**src/rtl/mcl_pkg.sv**
```systemverilog
package mcl_pkg;
  localparam int DEF_CODE_W   = 10;
  localparam int DEF_REF_W    = 11;
  localparam int DEF_DUTY_W   = 8;
  localparam int DEF_FRAC     = 8;
  localparam int DEF_KP       = 256;   // 1.0
  localparam int DEF_KI       = 77;    // ~0.3
  localparam int DEF_KD       = 128;   // 0.5
  localparam int DEF_ACC_W    = 24;
  localparam int DEF_HI_CODE  = 230;   // ~90 % of full scale
endpackage

```
**src/rtl/mcl_sampler.sv**
```systemverilog
module mcl_sampler #(
  parameter int TICK_DIV = 2_000_000
) (
  input  logic clk,
  input  logic rst_n,
  input  logic smp_valid,
  output logic smp_ready,
  output logic take
);
  localparam int TW = (TICK_DIV > 2) ? $clog2(TICK_DIV) : 1;

  logic [TW-1:0] cnt_q;
  logic          pend_q;
  logic          tick;

  assign tick      = (cnt_q == TW'(TICK_DIV - 1));
  assign smp_ready = pend_q;
  assign take      = pend_q & smp_valid;

  always_ff @(posedge clk) begin
    if (!rst_n) begin
      cnt_q  <= '0;
      pend_q <= 1'b0;
    end else begin
      cnt_q <= tick ? '0 : cnt_q + 1'b1;
      if (tick)      pend_q <= 1'b1;
      else if (take) pend_q <= 1'b0;
    end
  end

  assert_ready_hold_R2: assert property (@(posedge clk) disable iff (!rst_n)
    (pend_q && !smp_valid) |=> pend_q);
  assert_ready_drop_R2: assert property (@(posedge clk) disable iff (!rst_n)
    (take && !tick) |=> !pend_q);
endmodule

```
**src/rtl/mcl_pid.sv**
```systemverilog
module mcl_pid #(
  parameter int CODE_W = 10,
  parameter int REF_W  = 11,
  parameter int DUTY_W = 8,
  parameter int FRAC   = 8,
  parameter int KP     = 256,
  parameter int KI     = 77,
  parameter int KD     = 128,
  parameter int ACC_W  = 24
) (
  input  logic                     clk,
  input  logic                     rst_n,
  input  logic                     loop_en,
  input  logic                     take,
  input  logic signed [REF_W-1:0]  iref,
  input  logic [CODE_W-1:0]        code,
  output logic [DUTY_W-1:0]        duty_o
);
  localparam int ERR_W = ((REF_W > CODE_W + 1) ? REF_W : CODE_W + 1) + 1;
  localparam int SUM_W = ACC_W + 32;
  localparam int DMAX  = (1 << DUTY_W) - 1;

  logic signed [ERR_W-1:0] err, eprev_q;
  logic signed [ACC_W-1:0] acc_q, acc_nx;
  logic signed [SUM_W-1:0] p_t, i_t, d_t, sum_w, u;
  logic                    over, under, in_range;
  logic [DUTY_W-1:0]       duty_q, duty_nx;

  always_comb begin
    err    = ERR_W'(iref) - ERR_W'($signed({1'b0, code}));
    acc_nx = acc_q + ACC_W'(err);
    p_t    = SUM_W'(err) * SUM_W'(KP);
    i_t    = SUM_W'(acc_nx) * SUM_W'(KI);
    d_t    = (SUM_W'(err) - SUM_W'(eprev_q)) * SUM_W'(KD);
    sum_w  = p_t + i_t + d_t;
    u      = sum_w >>> FRAC;
    under  = u[SUM_W-1];
    over   = !under && (u > SUM_W'(DMAX));
    in_range = !under && !over;
    if (under)     duty_nx = '0;
    else if (over) duty_nx = DUTY_W'(DMAX);
    else           duty_nx = u[DUTY_W-1:0];
  end

  always_ff @(posedge clk) begin
    if (!rst_n || !loop_en) begin
      duty_q  <= '0;
      eprev_q <= '0;
      acc_q   <= '0;
    end else if (take) begin
      duty_q  <= duty_nx;
      eprev_q <= err;
      if (in_range) acc_q <= acc_nx;
    end
  end

  assign duty_o = duty_q;

  assert_duty_hold_R3: assert property (@(posedge clk) disable iff (!rst_n)
    (loop_en && !take) |=> $stable(duty_q));
  assert_acc_idle_R5: assert property (@(posedge clk) disable iff (!rst_n)
    (loop_en && !take) |=> $stable(acc_q));
  assert_over_full_R4: assert property (@(posedge clk) disable iff (!rst_n)
    (loop_en && take && over) |=> (duty_q == DUTY_W'(DMAX)));
  assert_off_clear_R6: assert property (@(posedge clk) disable iff (!rst_n)
    !loop_en |=> (duty_q == '0 && acc_q == '0 && eprev_q == '0));
endmodule

```
**src/rtl/mcl_pwm.sv**
```systemverilog
module mcl_pwm #(
  parameter int DUTY_W  = 8,
  parameter int PWM_DIV = 12
) (
  input  logic              clk,
  input  logic              rst_n,
  input  logic [DUTY_W-1:0] duty,
  output logic              pwm_o
);
  logic              step, wrap, pwm_q;
  logic [DUTY_W-1:0] cnt_q, cmp_q;

  generate
    if (PWM_DIV > 1) begin : g_pre
      localparam int PW = $clog2(PWM_DIV);
      logic [PW-1:0] pre_q;
      assign step = (pre_q == PW'(PWM_DIV - 1));
      always_ff @(posedge clk) begin
        if (!rst_n)    pre_q <= '0;
        else if (step) pre_q <= '0;
        else           pre_q <= pre_q + 1'b1;
      end
    end else begin : g_nopre
      assign step = 1'b1;
    end
  endgenerate

  assign wrap = step && (cnt_q == '1);

  always_ff @(posedge clk) begin
    if (!rst_n) begin
      cnt_q <= '0;
      cmp_q <= '0;
      pwm_q <= 1'b0;
    end else begin
      if (step) cnt_q <= cnt_q + 1'b1;
      if (wrap) cmp_q <= duty;
      pwm_q <= (cmp_q == '1) || (cnt_q < cmp_q);
    end
  end

  assign pwm_o = pwm_q;

  assert_cmp_wrap_R9: assert property (@(posedge clk) disable iff (!rst_n)
    !wrap |=> $stable(cmp_q));
  assert_full_on_R8: assert property (@(posedge clk) disable iff (!rst_n)
    (cmp_q == '1) |=> pwm_q);
  assert_zero_off_R8: assert property (@(posedge clk) disable iff (!rst_n)
    (cmp_q == '0) |=> !pwm_q);
endmodule

```
**src/rtl/modcur_loop.sv**
```systemverilog
module modcur_loop
  import mcl_pkg::*;
#(
  parameter int CODE_W   = DEF_CODE_W,
  parameter int REF_W    = DEF_REF_W,
  parameter int DUTY_W   = DEF_DUTY_W,
  parameter int FRAC     = DEF_FRAC,
  parameter int KP       = DEF_KP,
  parameter int KI       = DEF_KI,
  parameter int KD       = DEF_KD,
  parameter int ACC_W    = DEF_ACC_W,
  parameter int HI_CODE  = DEF_HI_CODE,
  parameter int TICK_DIV = 2_000_000,
  parameter int PWM_DIV  = 12
) (
  input  logic                    clk,
  input  logic                    rst_n,
  input  logic                    loop_en,
  input  logic signed [REF_W-1:0] iref,
  input  logic                    smp_valid,
  output logic                    smp_ready,
  input  logic [CODE_W-1:0]       smp_code,
  output logic                    pwm_out,
  output logic [DUTY_W-1:0]       duty,
  output logic                    full_duty,
  output logic                    duty_hi
);
  logic take;

  mcl_sampler #(.TICK_DIV(TICK_DIV)) u_smp (
    .clk(clk), .rst_n(rst_n), .smp_valid(smp_valid),
    .smp_ready(smp_ready), .take(take)
  );

  mcl_pid #(
    .CODE_W(CODE_W), .REF_W(REF_W), .DUTY_W(DUTY_W), .FRAC(FRAC),
    .KP(KP), .KI(KI), .KD(KD), .ACC_W(ACC_W)
  ) u_pid (
    .clk(clk), .rst_n(rst_n), .loop_en(loop_en), .take(take),
    .iref(iref), .code(smp_code), .duty_o(duty)
  );

  mcl_pwm #(.DUTY_W(DUTY_W), .PWM_DIV(PWM_DIV)) u_pwm (
    .clk(clk), .rst_n(rst_n), .duty(duty), .pwm_o(pwm_out)
  );

  assign full_duty = (duty == '1);
  assign duty_hi   = (duty >= DUTY_W'(HI_CODE));

  assert_flag_order_R7: assert property (@(posedge clk) disable iff (!rst_n)
    full_duty |-> duty_hi);
endmodule

```
**config.mk**
```make
export PLATFORM = sky130hd
export DESIGN_NAME = modcur_loop
export DESIGN_NICKNAME = d
export VERILOG_FILES = /design/src/rtl/mcl_pkg.sv /design/src/rtl/mcl_sampler.sv /design/src/rtl/mcl_pid.sv /design/src/rtl/mcl_pwm.sv /design/src/rtl/modcur_loop.sv
export SDC_FILE = /design/constraint.sdc
export NUM_CORES = 1
export LEC_CHECK = 0
export BUFFER_PORTS_ARGS = -buffer_cell sky130_fd_sc_hd__buf_2
export CORE_UTILIZATION = 60
export CTS_CLUSTER_SIZE = 20
export DETAILED_ROUTE_END_ITERATION = 7
export PLACE_DENSITY = 0.77
export SETUP_SLACK_MARGIN = 0.1
export SLEW_MARGIN = 20
export SYNTH_ARGS = -nofsm -noshare
export SYNTH_HDL_FRONTEND = slang
export SYNTH_HIERARCHICAL = 1
export SYNTH_SLANG_ARGS = --single-unit
```
**constraint.sdc**
```tcl
create_clock -name clk -period 16.7 [get_ports clk]
set_clock_uncertainty 0.05 [all_clocks]
set_input_delay 3.34 -clock clk [delete_from_list [all_inputs] [get_ports clk]]
set_output_delay 3.34 -clock clk [all_outputs]
set_load 0.03 [all_outputs]
```
==> flow_metrics.py <==
metrics = {
    "clock_network": {
        "post-cts-setup-buffer-count": 0,
        "htree_num_levels": 3,
        "tritoncts.num_buffers": 9,
        "clock_path_buffers": 2,
        "clkTransAtPathRegs_ns": 0.07,
        "cts_hold_buf": 0,
        "clock_latency_ns": 0.36,
        "clk_root_buffer_cell": "sky130_fd_sc_hd__clkbuf_16",
        "tritoncts": "yes",
        "clock_net_sink_count": 87,
        "cts_resized": 0,
    },
    "synth": {
        "synth_enable_flop_cells": 0,
        "combinational_family_with_the_most_area_after_synthesis": "adder cells",
        "seq_cells_post_synth": 87,
        "synth_mux_area_frac": 0.02333,
        "synth_area_leader_cell": "sky130_fd_sc_hd__ha_1",
        "synth.avg_cell_area_um2": 8.358,
        "synthTopCellsByArea": "sky130_fd_sc_hd__ha_1 18%, sky130_fd_sc_hd__fa_1 16%, sky130_fd_sc_hd__dfxtp_1 15%",
        "synth.cell_area_um2": 11320,
        "synth_cell_type_count": 84,
        "synth_compound_gate_area_share": 0.1634,
        "post_synth_arst_share": 0,
        "synthesis.nets": 1633,
        "netlist.area_leader.share": 0.1835,
        "synth_seq_area_share": 0.1539,
        "postSynthCellCount": 1354,
        "ys.warnings.count": 6,
        "xor_and_xnor_area_share_after_synthesis": 0.05793,
        "synth-simple-area-share": 0.1655,
        "synth-adder-area-share": 0.3392,
        "synth_ff_type": "sky130_fd_sc_hd__dfxtp_1",
    },
    "die": {
        "die_area_um2": 19420,
        "core_area_um2": 18210,
        "design.portCount": 37,
        "chipHeight_um": 139.3,
        "std_cell_rows": 49,
        "fp.dieW_um": 139.3,
        "initial_core_util": 0.6215,
    },
    "placement": {
        "post_detail_place_hpwl_um": 20590,
        "placement.cell_area_um2": 11660,
        "port_buffers": 36,
        "gp_routability_congestion": 0.9351,
    },
    "timing": {
        "rsz_0062_raised_after_global_routing": "no",
        "timing.final.crit_share": 0.8846,
        "timing.max_slew.rel_slack": 0.2222,
        "setup_viol": 0,
        "slew_viol_final": 0,
        "final_period_minus_worst_setup_slack_ns": 14.77,
        "slew_of_the_pin_with_the_lowest_slew_margin_ns": 1.167,
        "finalHoldViolCount": 0,
        "timing.setup.tns_ns": 0,
        "max_clock_freq_mhz": 67.69,
    },
    "min_path": {
        "hold_class": "reg -> reg",
    },
    "cells_and_area": {
        "drive_gt1_frac": 0.07132,
        "antenna-diode-count": 0,
        "flow.area_growth_from_synthesis_pct": 5.738,
        "design.final.nets": 1648,
        "fin_util": 0.6572,
        "finalInstanceArea_um2": 11970,
    },
    "drt": {
        "wire_per_inst_um": 16.32,
        "drt-vias-per-instance": 5.860,
        "detailroute.via_count": 9394,
        "drc": 0,
        "drt_first_iter_violations": 634,
        "antenna_violating_nets_post_route": 0,
        "wl_um": 26160,
        "first_pass_iters": 6,
    },
    "grt": {
        "grt_first_pass_wirelength_um": 44460,
        "grt_antenna_before_repair": 0,
        "globalRouteOverflowTotal": 0,
        "global_route_usage_over_all_layers": 0.2842,
        "grt_max_degree": 37,
        "grt_pass1_vias": 9246,
    },
    "run": {
        "number_of_maximum_capacitance_constraint_violations": 0,
    },
    "critical_path": {
        "setup.worst_path.start_class": "input pin",
        "maximum_fanout_along_the_worst_path": 13,
        "critPathCaptureType": "flop",
        "worst-endpoint-arrival_ns": 15.01,
        "critPathKind": "in -> reg",
        "timing.critical_path.mode_cell": "sky130_fd_sc_hd__inv_1",
        "slowest_stage": "sky130_fd_sc_hd__nor3_4",
        "cpPeakStageDelay_ns": 0.97,
        "critPathRequiredTime_ns": 16.94,
    },
    "run_status": {
        "run_status": "complete, no violations",
    },
}
==> stage by stage <==
| step | setup slack, ns | std cells | hold slack [ns] |
|---|---|---|---|
| after detailed placement | 1.686 | 1587 | 0.3932 |
| after floorplan | 3.810 | 1354 | 0.3673 |
| after global placement | 2.087 | 1587 | 0.3809 |
| after global routing | 0.9292 | 1603 | 0.4140 |
| after CTS | 2.039 | 1603 | 0.4034 |
| final | 1.927 | 1603 | 0.3971 |
==> layout make-up <==
class	count	area [um2]
Fill cell	1568	6242
Tap cell	229	286.5
Multi-Input combinational cell	984	8496
Clock inverter	7	72.57
Timing Repair Buffer	42	225.2
Sequential cell	87	1742
Inverter	245	919.6
Clock buffer	9	225.2
==> cells in the mapped netlist, types with 6 or more instances <==
cell type	number
sky130_fd_sc_hd__a21oi_1	89
sky130_fd_sc_hd__o21ai_2	8
sky130_fd_sc_hd__o21a_1	15
sky130_fd_sc_hd__a22o_1	8
sky130_fd_sc_hd__nand3_1	35
sky130_fd_sc_hd__a21o_1	13
sky130_fd_sc_hd__o21bai_1	8
sky130_fd_sc_hd__or3_1	6
sky130_fd_sc_hd__o31ai_1	16
sky130_fd_sc_hd__nor2b_1	12
sky130_fd_sc_hd__nand4_1	36
sky130_fd_sc_hd__clkbuf_1	24
sky130_fd_sc_hd__fa_1	88
sky130_fd_sc_hd__buf_2	10
sky130_fd_sc_hd__inv_1	245
sky130_fd_sc_hd__dfxtp_1	87
sky130_fd_sc_hd__mux2i_1	23
sky130_fd_sc_hd__nand2b_1	12
sky130_fd_sc_hd__o21ai_0	46
sky130_fd_sc_hd__nor4_1	7
sky130_fd_sc_hd__xnor2_1	49
sky130_fd_sc_hd__and3_1	8
sky130_fd_sc_hd__nand3b_1	6
sky130_fd_sc_hd__and2_1	12
sky130_fd_sc_hd__or2_2	6
sky130_fd_sc_hd__xor2_1	24
sky130_fd_sc_hd__nor3_1	20
sky130_fd_sc_hd__nor2_1	70
sky130_fd_sc_hd__a211o_1	6
sky130_fd_sc_hd__a211oi_1	13
sky130_fd_sc_hd__o211ai_1	6
sky130_fd_sc_hd__ha_1	166
sky130_fd_sc_hd__nand2_1	89
==> critical path: cells and delay by family <==
kind | cells | cell delay (ns)
and+or+nand+nor | 2 | 1.71
muxes | 2 | 0.50
xor gates and xnor gates | 2 | 0.65
AOI/OAI and AO/OA | 18 | 4.48
buffers and inverters | 7 | 0.56
adders and majority gates | 9 | 3.74
==> layer usage <==
| metal | GRT usage | vias up | part of all wire |
|---|---|---|---|
| met1 | 0.3703 | 4418 | 0.45 |
| met5 | 0 | - | 0 |
| met3 | 0.04301 | 59 | 0.053 |
| li1 | - | 4664 | - |
| met4 | 0.1023 | 0 | 0.029 |
| met2 | 0.4777 | 253 | 0.47 |
==> logic make-up (layout without fill, tap and decap cells) <==
| group | count (synthesis) | in the layout |
|---|---|---|
| adders and majority gates | 254 | 254 |
| buffers and inverters | 283 | 303 |
| DFF | 87 | 87 |
| muxes | 26 | 26 |
| AOI/OAI and AO/OA | 279 | 279 |
| and+or+nand+nor | 351 | 351 |
| xor gates and xnor gates | 74 | 74 |
==> flip-flops by register name (all words and copies together) (netlist names) <==
register	count
u_smp/cnt_q	21
u_pwm/pwm_o	1
u_pwm/cmp_q	8
u_pwm/g_pre.pre_q	4
u_pid/duty_o	8
u_pid/acc_q	24
u_pid/eprev_q	12
u_smp/smp_ready	1
u_pwm/cnt_q	8
==> cell usage in the layout, fill, tap and decap left out, types with 9 or more instances in the layout <==
| master | count |
|---|---|
| sky130_fd_sc_hd__nor3_1 | 20 |
| sky130_fd_sc_hd__o21a_1 | 15 |
| sky130_fd_sc_hd__a21o_1 | 13 |
| sky130_fd_sc_hd__clkbuf_16 | 9 |
| sky130_fd_sc_hd__nand2_1 | 89 |
| sky130_fd_sc_hd__xor2_1 | 24 |
| sky130_fd_sc_hd__nor2b_1 | 12 |
| sky130_fd_sc_hd__a211oi_1 | 13 |
| sky130_fd_sc_hd__nand2b_1 | 12 |
| sky130_fd_sc_hd__o21ai_0 | 46 |
| sky130_fd_sc_hd__fa_1 | 88 |
| sky130_fd_sc_hd__ha_1 | 166 |
| sky130_fd_sc_hd__dfxtp_1 | 87 |
| sky130_fd_sc_hd__nand4_1 | 36 |
| sky130_fd_sc_hd__mux2i_1 | 23 |
| sky130_fd_sc_hd__inv_1 | 245 |
| sky130_fd_sc_hd__o31ai_1 | 16 |
| sky130_fd_sc_hd__nand3_1 | 35 |
| sky130_fd_sc_hd__nor2_1 | 70 |
| sky130_fd_sc_hd__buf_2 | 36 |
| sky130_fd_sc_hd__a21oi_1 | 89 |
| sky130_fd_sc_hd__xnor2_1 | 49 |
| sky130_fd_sc_hd__and2_1 | 12 |
==> final timing paths <==
check                           slack [ns]  cells after the start                            start                         endpoint
worst max-delay path                  1.93                     40                          iref[0]     u_pid/acc_q[18]$_SDFFE_PP0P_
worst min-delay path                  0.40                      1  u_pwm/g_pre.pre_q[0]$_SDFF_PP0_  u_pwm/g_pre.pre_q[0]$_SDFF_PP0_
worst max register to register        6.84                     30      u_pid/acc_q[0]$_SDFFE_PP0P_     u_pid/acc_q[18]$_SDFFE_PP0P_
worst min register to register        0.40                      1  u_pwm/g_pre.pre_q[0]$_SDFF_PP0_  u_pwm/g_pre.pre_q[0]$_SDFF_PP0_
Power is not shown: default switching activity piles up to over one toggle a cycle in this logic, so the estimate is an artifact.
